==> src/rtl/pf_read_pkg.sv <==
package pf_read_pkg;
  localparam int unsigned DEF_AW    = 32;
  localparam int unsigned DEF_DW    = 32;
  localparam int unsigned DEF_DEPTH = 64;
  localparam int unsigned DEF_BURST = 16;
endpackage

==> src/rtl/pf_fifo.sv <==
module pf_fifo #(
  parameter int unsigned DW    = pf_read_pkg::DEF_DW,
  parameter int unsigned DEPTH = pf_read_pkg::DEF_DEPTH,
  localparam int unsigned PW   = $clog2(DEPTH),
  localparam int unsigned CW   = $clog2(DEPTH + 1)
) (
  input  logic          clk_i,
  input  logic          rst_ni,
  input  logic          clr_i,
  input  logic          push_i,
  input  logic [DW-1:0] push_data_i,
  input  logic          pop_i,
  output logic [DW-1:0] pop_data_o,
  output logic [CW-1:0] count_o,
  output logic          empty_o
);
  logic [DW-1:0] mem_q [DEPTH];
  logic [PW-1:0] wr_ptr_q, rd_ptr_q;
  logic [CW-1:0] cnt_q;

  assign pop_data_o = mem_q[rd_ptr_q];
  assign count_o    = cnt_q;
  assign empty_o    = (cnt_q == '0);

  always_ff @(posedge clk_i) begin
    if (push_i && !clr_i) mem_q[wr_ptr_q] <= push_data_i;
  end

  always_ff @(posedge clk_i or negedge rst_ni) begin
    if (!rst_ni) begin
      wr_ptr_q <= '0;
      rd_ptr_q <= '0;
      cnt_q    <= '0;
    end else if (clr_i) begin
      wr_ptr_q <= '0;
      rd_ptr_q <= '0;
      cnt_q    <= '0;
    end else begin
      if (push_i) wr_ptr_q <= wr_ptr_q + PW'(1);
      if (pop_i)  rd_ptr_q <= rd_ptr_q + PW'(1);
      cnt_q <= cnt_q + CW'(push_i) - CW'(pop_i);
    end
  end

  p_no_overflow_r3: assert property (@(posedge clk_i) disable iff (!rst_ni)
    (push_i && !clr_i) |-> (cnt_q < CW'(DEPTH)));
  p_no_pop_empty_r4: assert property (@(posedge clk_i) disable iff (!rst_ni)
    pop_i |-> !empty_o);
endmodule

==> src/rtl/pf_fetch_ctrl.sv <==
module pf_fetch_ctrl #(
  parameter int unsigned AW         = pf_read_pkg::DEF_AW,
  parameter int unsigned DEPTH      = pf_read_pkg::DEF_DEPTH,
  parameter int unsigned BURST      = pf_read_pkg::DEF_BURST,
  parameter logic [AW-1:0] RESET_ADDR = '0,
  localparam int unsigned CW        = $clog2(DEPTH + 1),
  localparam int unsigned UW        = CW + 2
) (
  input  logic          clk_i,
  input  logic          rst_ni,
  input  logic          flush_i,
  input  logic [AW-1:0] flush_addr_i,
  input  logic [CW-1:0] fifo_count_i,
  output logic          mem_req_valid_o,
  output logic [AW-1:0] mem_req_addr_o,
  input  logic          mem_req_ready_i,
  input  logic          mem_rsp_valid_i,
  output logic          push_o
);
  logic [AW-1:0] fetch_q, fetch_d;
  logic [CW-1:0] live_q, live_d;   // words in flight that will be kept
  logic [CW-1:0] drop_q, drop_d;   // words in flight that will be discarded
  logic [UW-1:0] used;
  logic          issue, rsp_live, rsp_stale;
  logic [CW-1:0] burst_add;

  assign used            = UW'(fifo_count_i) + UW'(live_q) + UW'(drop_q);
  assign mem_req_valid_o = (used <= UW'(DEPTH - BURST));
  assign mem_req_addr_o  = fetch_q;
  assign issue           = mem_req_valid_o && mem_req_ready_i;
  assign burst_add       = issue ? CW'(BURST) : '0;
  // returns are in order, so stale words always precede live ones
  assign rsp_stale       = mem_rsp_valid_i && (drop_q != '0);
  assign rsp_live        = mem_rsp_valid_i && (drop_q == '0);
  assign push_o          = rsp_live && !flush_i;

  always_comb begin
    if (flush_i) begin
      drop_d  = drop_q - CW'(rsp_stale) + live_q - CW'(rsp_live) + burst_add;
      live_d  = '0;
      fetch_d = flush_addr_i;
    end else begin
      drop_d  = drop_q - CW'(rsp_stale);
      live_d  = live_q + burst_add - CW'(rsp_live);
      fetch_d = issue ? fetch_q + AW'(BURST) : fetch_q;
    end
  end

  always_ff @(posedge clk_i or negedge rst_ni) begin
    if (!rst_ni) begin
      fetch_q <= RESET_ADDR;
      live_q  <= '0;
      drop_q  <= '0;
    end else begin
      fetch_q <= fetch_d;
      live_q  <= live_d;
      drop_q  <= drop_d;
    end
  end

  p_occupancy_r3: assert property (@(posedge clk_i) disable iff (!rst_ni)
    used <= UW'(DEPTH));
  p_burst_step_r7: assert property (@(posedge clk_i) disable iff (!rst_ni)
    (issue && !flush_i) |=> (mem_req_addr_o == $past(mem_req_addr_o) + AW'(BURST)));
  p_flush_target_r5: assert property (@(posedge clk_i) disable iff (!rst_ni)
    flush_i |=> (mem_req_addr_o == $past(flush_addr_i)));
endmodule

==> src/rtl/pf_read_unit.sv <==
module pf_read_unit #(
  parameter int unsigned AW           = pf_read_pkg::DEF_AW,
  parameter int unsigned DW           = pf_read_pkg::DEF_DW,
  parameter int unsigned DEPTH        = pf_read_pkg::DEF_DEPTH,
  parameter int unsigned BURST        = pf_read_pkg::DEF_BURST,
  parameter logic [AW-1:0] RESET_ADDR = '0
) (
  input  logic          clk_i,
  input  logic          rst_ni,
  input  logic          start_i,
  input  logic [AW-1:0] start_addr_i,
  input  logic          req_valid_i,
  input  logic [AW-1:0] req_addr_i,
  output logic          req_ready_o,
  output logic          rsp_valid_o,
  output logic [DW-1:0] rsp_data_o,
  output logic          mem_req_valid_o,
  output logic [AW-1:0] mem_req_addr_o,
  input  logic          mem_req_ready_i,
  input  logic          mem_rsp_valid_i,
  input  logic [DW-1:0] mem_rsp_data_i
);
  localparam int unsigned CW = $clog2(DEPTH + 1);

  if ((DEPTH < 2 * BURST) || ((DEPTH & (DEPTH - 1)) != 0)) begin : g_bad_cfg
    $error("pf_read_unit: DEPTH must be a power of two and >= 2*BURST");
  end

  logic [AW-1:0] head_q, head_d;
  logic          hit, flush, pop, push, fifo_empty;
  logic [AW-1:0] flush_addr;
  logic [CW-1:0] fifo_count;
  logic [DW-1:0] head_data;
  logic          rsp_valid_q;
  logic [DW-1:0] rsp_data_q;

  assign hit         = req_valid_i && (req_addr_i == head_q);
  assign flush       = start_i || (req_valid_i && !hit);
  assign flush_addr  = start_i ? start_addr_i : req_addr_i;
  assign req_ready_o = hit && !start_i && !fifo_empty;
  assign pop         = req_valid_i && req_ready_o;

  always_comb begin
    head_d = head_q;
    if (flush)    head_d = flush_addr;
    else if (pop) head_d = head_q + AW'(1);
  end

  always_ff @(posedge clk_i or negedge rst_ni) begin
    if (!rst_ni) begin
      head_q      <= RESET_ADDR;
      rsp_valid_q <= 1'b0;
      rsp_data_q  <= '0;
    end else begin
      head_q      <= head_d;
      rsp_valid_q <= pop;
      if (pop) rsp_data_q <= head_data;
    end
  end

  assign rsp_valid_o = rsp_valid_q;
  assign rsp_data_o  = rsp_data_q;

  pf_fetch_ctrl #(
    .AW(AW), .DEPTH(DEPTH), .BURST(BURST), .RESET_ADDR(RESET_ADDR)
  ) u_ctrl (
    .clk_i           (clk_i),
    .rst_ni          (rst_ni),
    .flush_i         (flush),
    .flush_addr_i    (flush_addr),
    .fifo_count_i    (fifo_count),
    .mem_req_valid_o (mem_req_valid_o),
    .mem_req_addr_o  (mem_req_addr_o),
    .mem_req_ready_i (mem_req_ready_i),
    .mem_rsp_valid_i (mem_rsp_valid_i),
    .push_o          (push)
  );

  pf_fifo #(.DW(DW), .DEPTH(DEPTH)) u_fifo (
    .clk_i       (clk_i),
    .rst_ni      (rst_ni),
    .clr_i       (flush),
    .push_i      (push),
    .push_data_i (mem_rsp_data_i),
    .pop_i       (pop),
    .pop_data_o  (head_data),
    .count_o     (fifo_count),
    .empty_o     (fifo_empty)
  );

  p_stall_empty_r4: assert property (@(posedge clk_i) disable iff (!rst_ni)
    fifo_empty |-> !req_ready_o);
  p_flush_empties_r5: assert property (@(posedge clk_i) disable iff (!rst_ni)
    flush |=> fifo_empty);
  p_rsp_follows_r2: assert property (@(posedge clk_i) disable iff (!rst_ni)
    pop |=> rsp_valid_o);
  p_no_spurious_rsp_r8: assert property (@(posedge clk_i) disable iff (!rst_ni)
    !pop |=> !rsp_valid_o);
  p_head_step_r8: assert property (@(posedge clk_i) disable iff (!rst_ni)
    pop |=> (head_q == $past(head_q) + AW'(1)));
endmodule

==> config.mk <==
export PLATFORM = sky130hd
export DESIGN_NAME = pf_read_unit
export DESIGN_NICKNAME = d
export VERILOG_FILES = /design/src/rtl/pf_read_pkg.sv /design/src/rtl/pf_fifo.sv /design/src/rtl/pf_fetch_ctrl.sv /design/src/rtl/pf_read_unit.sv
export SDC_FILE = /design/constraint.sdc
export NUM_CORES = 2
export LEC_CHECK = 0
export BUFFER_PORTS_ARGS = -buffer_cell sky130_fd_sc_hd__buf_4
export CAP_MARGIN = 25
export CORE_UTILIZATION = 62
export CTS_CLUSTER_SIZE = 24
export DETAILED_ROUTE_END_ITERATION = 8
export PLACE_DENSITY = 0.79
export SLEW_MARGIN = 20
export SYNTH_ARGS = -nofsm -noshare
export SYNTH_HDL_FRONTEND = slang
export SYNTH_SLANG_ARGS = --single-unit
export TNS_END_PERCENT = 20
==> constraint.sdc <==
create_clock -name clk_i -period 6.6 [get_ports clk_i]
set_clock_uncertainty 0.1 [all_clocks]
set_input_delay 0.66 -clock clk_i [delete_from_list [all_inputs] [get_ports clk_i]]
set_output_delay 0.66 -clock clk_i [all_outputs]
set_load 0.1 [all_outputs]
# [After elaboration in Yosys (flattened, before gate mapping)]
# Memories as Yosys holds them, arrays and structs flattened. A register that Yosys moved wholly into a read port is not among the register bits.
# Index checks and enable logic that the tools add are counted.
[classes] addsub=14 multipliers=0 div_mod_pow=0 magnitude_cmp=1 n_eq_ne=1 shift=0 n_mux=15 n_bitwise=0 n_reduce_logical=22
[ops] cell="$mux 32" n=5
[ops] cell="$add 32x1->32 const B" n=1
[ops] cell="$add 32x5->32 const B" n=1
[ops] cell="$eq 32x32->1" n=1
[ops] cell="$sub 7x1->7" n=4
[ops] cell="$mux 6" n=4
[ops] cell="$add 7x7->7" n=3
[ops] cell="$mux 7" n=3
[ops] cell="$logic_not 7->1" n=2
[ops] cell="$add 6x1->6 const B" n=2
[ops] cell="$logic_and 1x1->1" n=10
[ops] cell="$add 9x7->9" n=1
[ops] cell="$le 9x6->1 const B" n=1
[ops] cell="$add 7x7->8" n=1
[ops] cell="$add 7x1->7" n=1
[ops] cell="$reduce_bool 7->1" n=1
[ops] cell="$reduce_bool 2->1" n=3
[ops] cell="$logic_not 1->1" n=5
[ops] cell="$mux 5" n=1
[ops] cell="$mux 1" n=2
[ops] cell="$logic_or 1x1->1" n=1
[word_totals] ff_bits=98 latchBits=0 ram_bits=2048 romBits=0 word_cells=62 mem_count=1
[mem_list] memory="u_fifo.mem_q" depth=64 word_bits=32 rd=1 rd_ports_with_merged_regs=1 write_ports=1 line_no="pf_fifo.sv:17" text="logic [DW-1:0] mem_q [DEPTH];"

# [Longest topological paths before layout]
[depth] ltp_word=10 depth_mapped=25

# [By module]
# From an unflattened synthesis, not the netlist that was laid out.
[unflattened] hier_cells=4496 hier_area_um2=87118.6
[by_module_without_submodules] mod="pf_fifo" n_inst=1 cells_per_inst=3624 area_per_inst_um2=79490.0 seq_area_each_um2=61974.4
[by_module_without_submodules] mod="pf_read_unit" n_inst=1 cells_per_inst=477 area_per_inst_um2=4095.2 seq_area_each_um2=1626.6
[by_module_without_submodules] mod="pf_fetch_ctrl" n_inst=1 cells_per_inst=395 area_per_inst_um2=3533.4 seq_area_each_um2=1151.1

# [Worst setup path after synthesis]
# OpenSTA, ideal clock, no wires.
[synth_timing] kind="reg-to-reg" start="reg u_fifo.cnt_q[1] (netlist: u_fifo.count_o[1])" end="reg u_ctrl.drop_q[6]" setup_time_ns=0.129 t_arrival_ns=4.442 t_required_ns=6.371 slack_ns=1.929 stages_incl_launch_ff=23 n_path_buf=0 path_cell_list="dfrtp_1 inv_1 fa_1 nor2b_1 o21ai_0 nand2b_1 xor2_1 ha_1 a21o_1 a21oi_1 o21ai_1 a21oi_2 nand2_1 ha_1 inv_1 fa_1 ha_1 inv_1 o21bai_1 a21oi_1 xnor2_1 nand2_1 xor2_1"
[synth_via] elab_chain_cells=7
[synth_lines] item="from (decl)" line_no="pf_fifo.sv:19" text="logic [CW-1:0] cnt_q;"
[synth_lines] item="from (signal assigned)" line_no="pf_fifo.sv:41" text="cnt_q <= cnt_q + CW'(push_i) - CW'(pop_i);"
[synth_lines] item="$add 7x7->8" line_no="pf_fetch_ctrl.sv:27" text="assign used = UW'(fifo_count_i) + UW'(live_q) + UW'(drop_q);"
[synth_lines] item="$add 9x7->9" line_no="pf_fetch_ctrl.sv:27"
[synth_lines] item="$le 9x6->1" line_no="pf_fetch_ctrl.sv:28" text="assign mem_req_valid_o = (used <= UW'(DEPTH - BURST));"
[synth_lines] item="$logic_and 1x1->1" line_no="pf_fetch_ctrl.sv:30" text="assign issue = mem_req_valid_o && mem_req_ready_i;"
[synth_lines] item="$mux 5" line_no="pf_fetch_ctrl.sv:31" text="assign burst_add = issue ? CW'(BURST) : '0;"
[synth_lines] item="$add 7x7->7" line_no="pf_fetch_ctrl.sv:39" text="drop_d = drop_q - CW'(rsp_stale) + live_q - CW'(rsp_live) + burst_add;"
[synth_lines] item="$mux 7" line_no="pf_fetch_ctrl.sv:38" text="if (flush_i) begin"
[synth_lines] item="via u_ctrl.drop_d[6]" line_no="pf_fetch_ctrl.sv:22" text="logic [CW-1:0] drop_q, drop_d;"
[synth_lines] item="to (signal assigned)" line_no="pf_fetch_ctrl.sv:57" text="drop_q <= drop_d;"
[synth_lines] item="to (decl)" line_no="pf_fetch_ctrl.sv:22"
# The timed path passes the listed nets, and every way through them passes these cells.
# A chain may end at the register's enable or synchronous reset.

# [Worst setup path in the final report]
# Ends and elaborated chain as after synthesis.

==> impl_metrics.yaml <==
synth:
  synth_cell_types: 81
  syn_area_per_cell_um2: 20.5
  synth.top_cell.area_share_pct: 71.7
  synth_common_cells: "edfxtp_1, mux4_2, nand2_1"
  ys_top_cells_by_area: "edfxtp_1, mux4_2, dfrtp_1"
  async_reset_ff_share_pct: 5.97
  synth_most_common_cell: "edfxtp_1"
  yosys.area.top_type: "edfxtp_1"
  synth_area_mm2: 0.0857
  synth_edf_count: 2048
  yosys_warnings: 0
  syn_inst: 4178
  seq_area_frac_synth_pct: 75.5
  synth_flop_cell: "edfxtp_1"
  synth_fp_nets: 4337
  ys_seq_elements: 2178
hold_path:
  hp-class: "input port to flop"
clock_tree:
  cts_setup_buffers: 0
  clkLatencyLatePin_ns: 0.87
  clk_pin_slew_ns: 0.07
  hold_buffers: 13
  clockRootBuffer: "clkbuf_16"
  h-tree-depth: 4
  clockBufferDepth: 3
  clock_sinks: 2178
  cts_tree: "built"
  postCtsResizedCells: 0
  numCtsBuffers: 204
floorplanning:
  die-height_um: 374
  rows: 136
  dieArea_mm2: 0.140
  io_pins: 169
  initial_core_util_pct: 62.4
  coreArea_mm2: 0.137
  die_w_um: 374
global_routing:
  top_usage_layer: "met2"
  gr-usage-met2_pct: 52.1
  grt_pass1_vias: 46200
  gr-usage-met3_pct: 7.26
  grtUsageTotal_pct: 32.5
  grt_overflow: 0
  met1_usage_pct: 43.4
  grt_pass1_wl_um: 323000
  grt_start_max_net_pins: 94
  grt_antenna_before_repair: 6
critical_path:
  worst_ep_arrival_time_ns: 6.26
  worst-path-buf-inv: 3
  startpoint_type: "flop"
  cp_max_fo: 10
  cpPeakStageDelay_ns: 0.58
  crit_chain: "inv_1 > fa_1 > nor2b_1 > o21ai_0 > nand2b_1 > xor2_1 > ha_1 > a21o_1 > a21oi_1 > o21ai_1 > a21oi_2 > nand2_1 > ha_1 > inv_1 > fa_1 > ha_1 > inv_1 > o21bai_1 > a21oi_1 > xnor2_1 > nand2_1 > xor2_1"
  critPathRequiredTime_ns: 7.20
  crit_type: "flop to flop"
  end_kind: "flop"
  crit_path_top_delay_cell: "a21oi_2"
  critPathTopFamily: "adder cells"
place:
  dp_slack_ns: 0.994
  port_buffers: 168
  place_inst: 6026
  gp_congestion: 0.980
  dp_hpwl_um: 123000
sta:
  tightest_slew_ns: 1.05
  slew_viol_final: 0
  hold_viol: 0
  relSlewSlack_pct: 30.1
  setup_viol: 0
  setup-tns-final_ns: 0
  worst_slack_ns: 0.935
  fmax_ghz: 0.177
  fin_crit_ns: 5.67
  rsz0062_at_grt: "no"
  timing.final.crit_share_pct: 85.8
power:
  share_seq_of_total_power_pct: 53.9
  p_int_mw: 22.1
  max-vdd-ir-drop_v: 0.000302
  swShare_pct: 22.1
  p_clk_share_pct: 40.4
  p_comb_share_pct: 5.7
  switchingPower_mw: 6.27
  leakage_nw: 30.8
  power.density_mw_per_mm2: 294
drt:
  drt_wl_total_um: 225000
  routed_via_density: 7.17
  drcViolationCount: 0
  via_count: 46000
  post_drt_wl_per_cell_um: 35.1
  drt_iter0_drc: 6708
  drtPass1Iterations: 6
  ant_nets: 0
layout:
  multiInputGateArea_mm2: 0.0202
  nFillCells: 7749
  area_delta_synth_final_pct: 12.4
  seq_area_mm2: 0.0648
  fin_nets: 4610
  fin_cells: 6416
  drive_gt1_share_pct: 25.3
status:
  outcome: "complete, no violations"
job:
  drv_cap: 0
## cell families (layout without fill, tap and decap cells)
kind of cell | after synthesis | after routing | share of synthesized area (%)
flip-flops | 2178 | 2178 | 75.5
buffers and inverters | 286 | 725 | 1.49
other | 0 | 5 | 0
XOR/XNOR | 112 | 112 | 1.14
AO/OA/AOI/OAI | 532 | 532 | 4.64
multiplexers | 535 | 535 | 13.5
adder cells (fa/ha/maj) | 57 | 57 | 0.885
AND/OR/NAND/NOR | 478 | 478 | 2.76
## final cells by class
class	count	share of cell area, %
antenna	5	0.0130
clock buffer	256	5.57
clock inverter	116	1.09
inverter	52	0.203
multi-input combinational	1714	21.0
sequential	2178	67.2
tap	1794	2.33
timing repair buffer	301	2.63
## power groups by stage
stage	clock, mW	sequential (mW)	combinational (mW)
after global routing	12.0	15.3	1.76
after CTS	11.5	15.3	1.62
final	11.4	15.3	1.62
after floorplan	0	15.7	0.880
after detailed placement	0	15.6	1.60
after global placement	0	15.6	1.56
## per-layer routing
| metal | wire, um | vias up |
|---|---|---|
| met3 | 25700 | 617 |
| li1 | - | 18000 |
| met5 | 14 | - |
| met1 | 78200 | 23500 |
| met4 | 11200 | 2 |
| met2 | 110000 | 3793 |
## placed cells by master (no fill, tap or decap), drive strengths merged, types with 14 or more instances in the layout
cell    count
bufinv     15
clkinv     84
xor2       63
inv        60
a22o      114
a21o       29
a22oi      14
xnor2      49
dfrtp     130
o221ai     18
nor2      127
a21oi      49
buf       288
nand2     159
edfxtp   2048
o21ai      71
o22ai      66
ha         51
clkbuf    256
and3       23
mux4      500
nand4      26
nand3      35
a221oi    114
or3        19
nor3       15
mux2i      34
## sequential cells by signal, summed over array words and instances (netlist names)
register               cells
u_ctrl.drop_q              7
u_fifo.wr_ptr_q            6
u_ctrl.mem_req_addr_o     32
rsp_data_o                32
u_ctrl.live_q              7
rsp_valid_o                1
u_fifo.count_o             7
u_fifo.rd_ptr_q            6
head_q                    32
u_fifo.mem_q            2048
## worst register-to-register path, cell delays in order (launching register included)
cell and delay [ns]:
dfrtp_1 0.44, inv_1 0.16, fa_1 0.48, nor2b_1 0.12
o21ai_0 0.09, nand2b_1 0.11, xor2_1 0.19, ha_1 0.32
a21o_1 0.20, a21oi_1 0.13, o21ai_1 0.21, a21oi_2 0.58
nand2_1 0.40, ha_1 0.40, inv_1 0.04, fa_1 0.45
ha_1 0.33, inv_1 0.09, o21bai_1 0.08, a21oi_1 0.21
xnor2_1 0.14, nand2_1 0.09, xor2_1 0.18
## stage by stage
step	power (mW)	util, %	instance area, um2	hold WS [ns]
finish	28.3	70.2	96400	0.0481
global route	29.0	70.2	96400	0.0196
detailed placement	17.2	65.4	89800	0.365
CTS	28.4	70.2	96400	0.00176
global placement	17.1	65.3	89700	0.364
floorplan	16.6	-	85700	0.264
## worst paths after layout
kind,from,to,slack [ns],depth (start not counted)
max,u_fifo.count_o[1],u_ctrl.drop_q[6],0.93,22
min,req_addr_i[1],u_ctrl.mem_req_addr_o[1],0.05,3
max reg2reg,u_fifo.count_o[1],u_ctrl.drop_q[6],0.93,22
min reg2reg,rsp_data_o[22],rsp_data_o[22],0.39,2
max in group asynchronous,rst_ni,rsp_data_o[16],4.61,3
min in group asynchronous,rst_ni,u_ctrl.mem_req_addr_o[2],0.30,2
(Power assumes the default switching activity.)
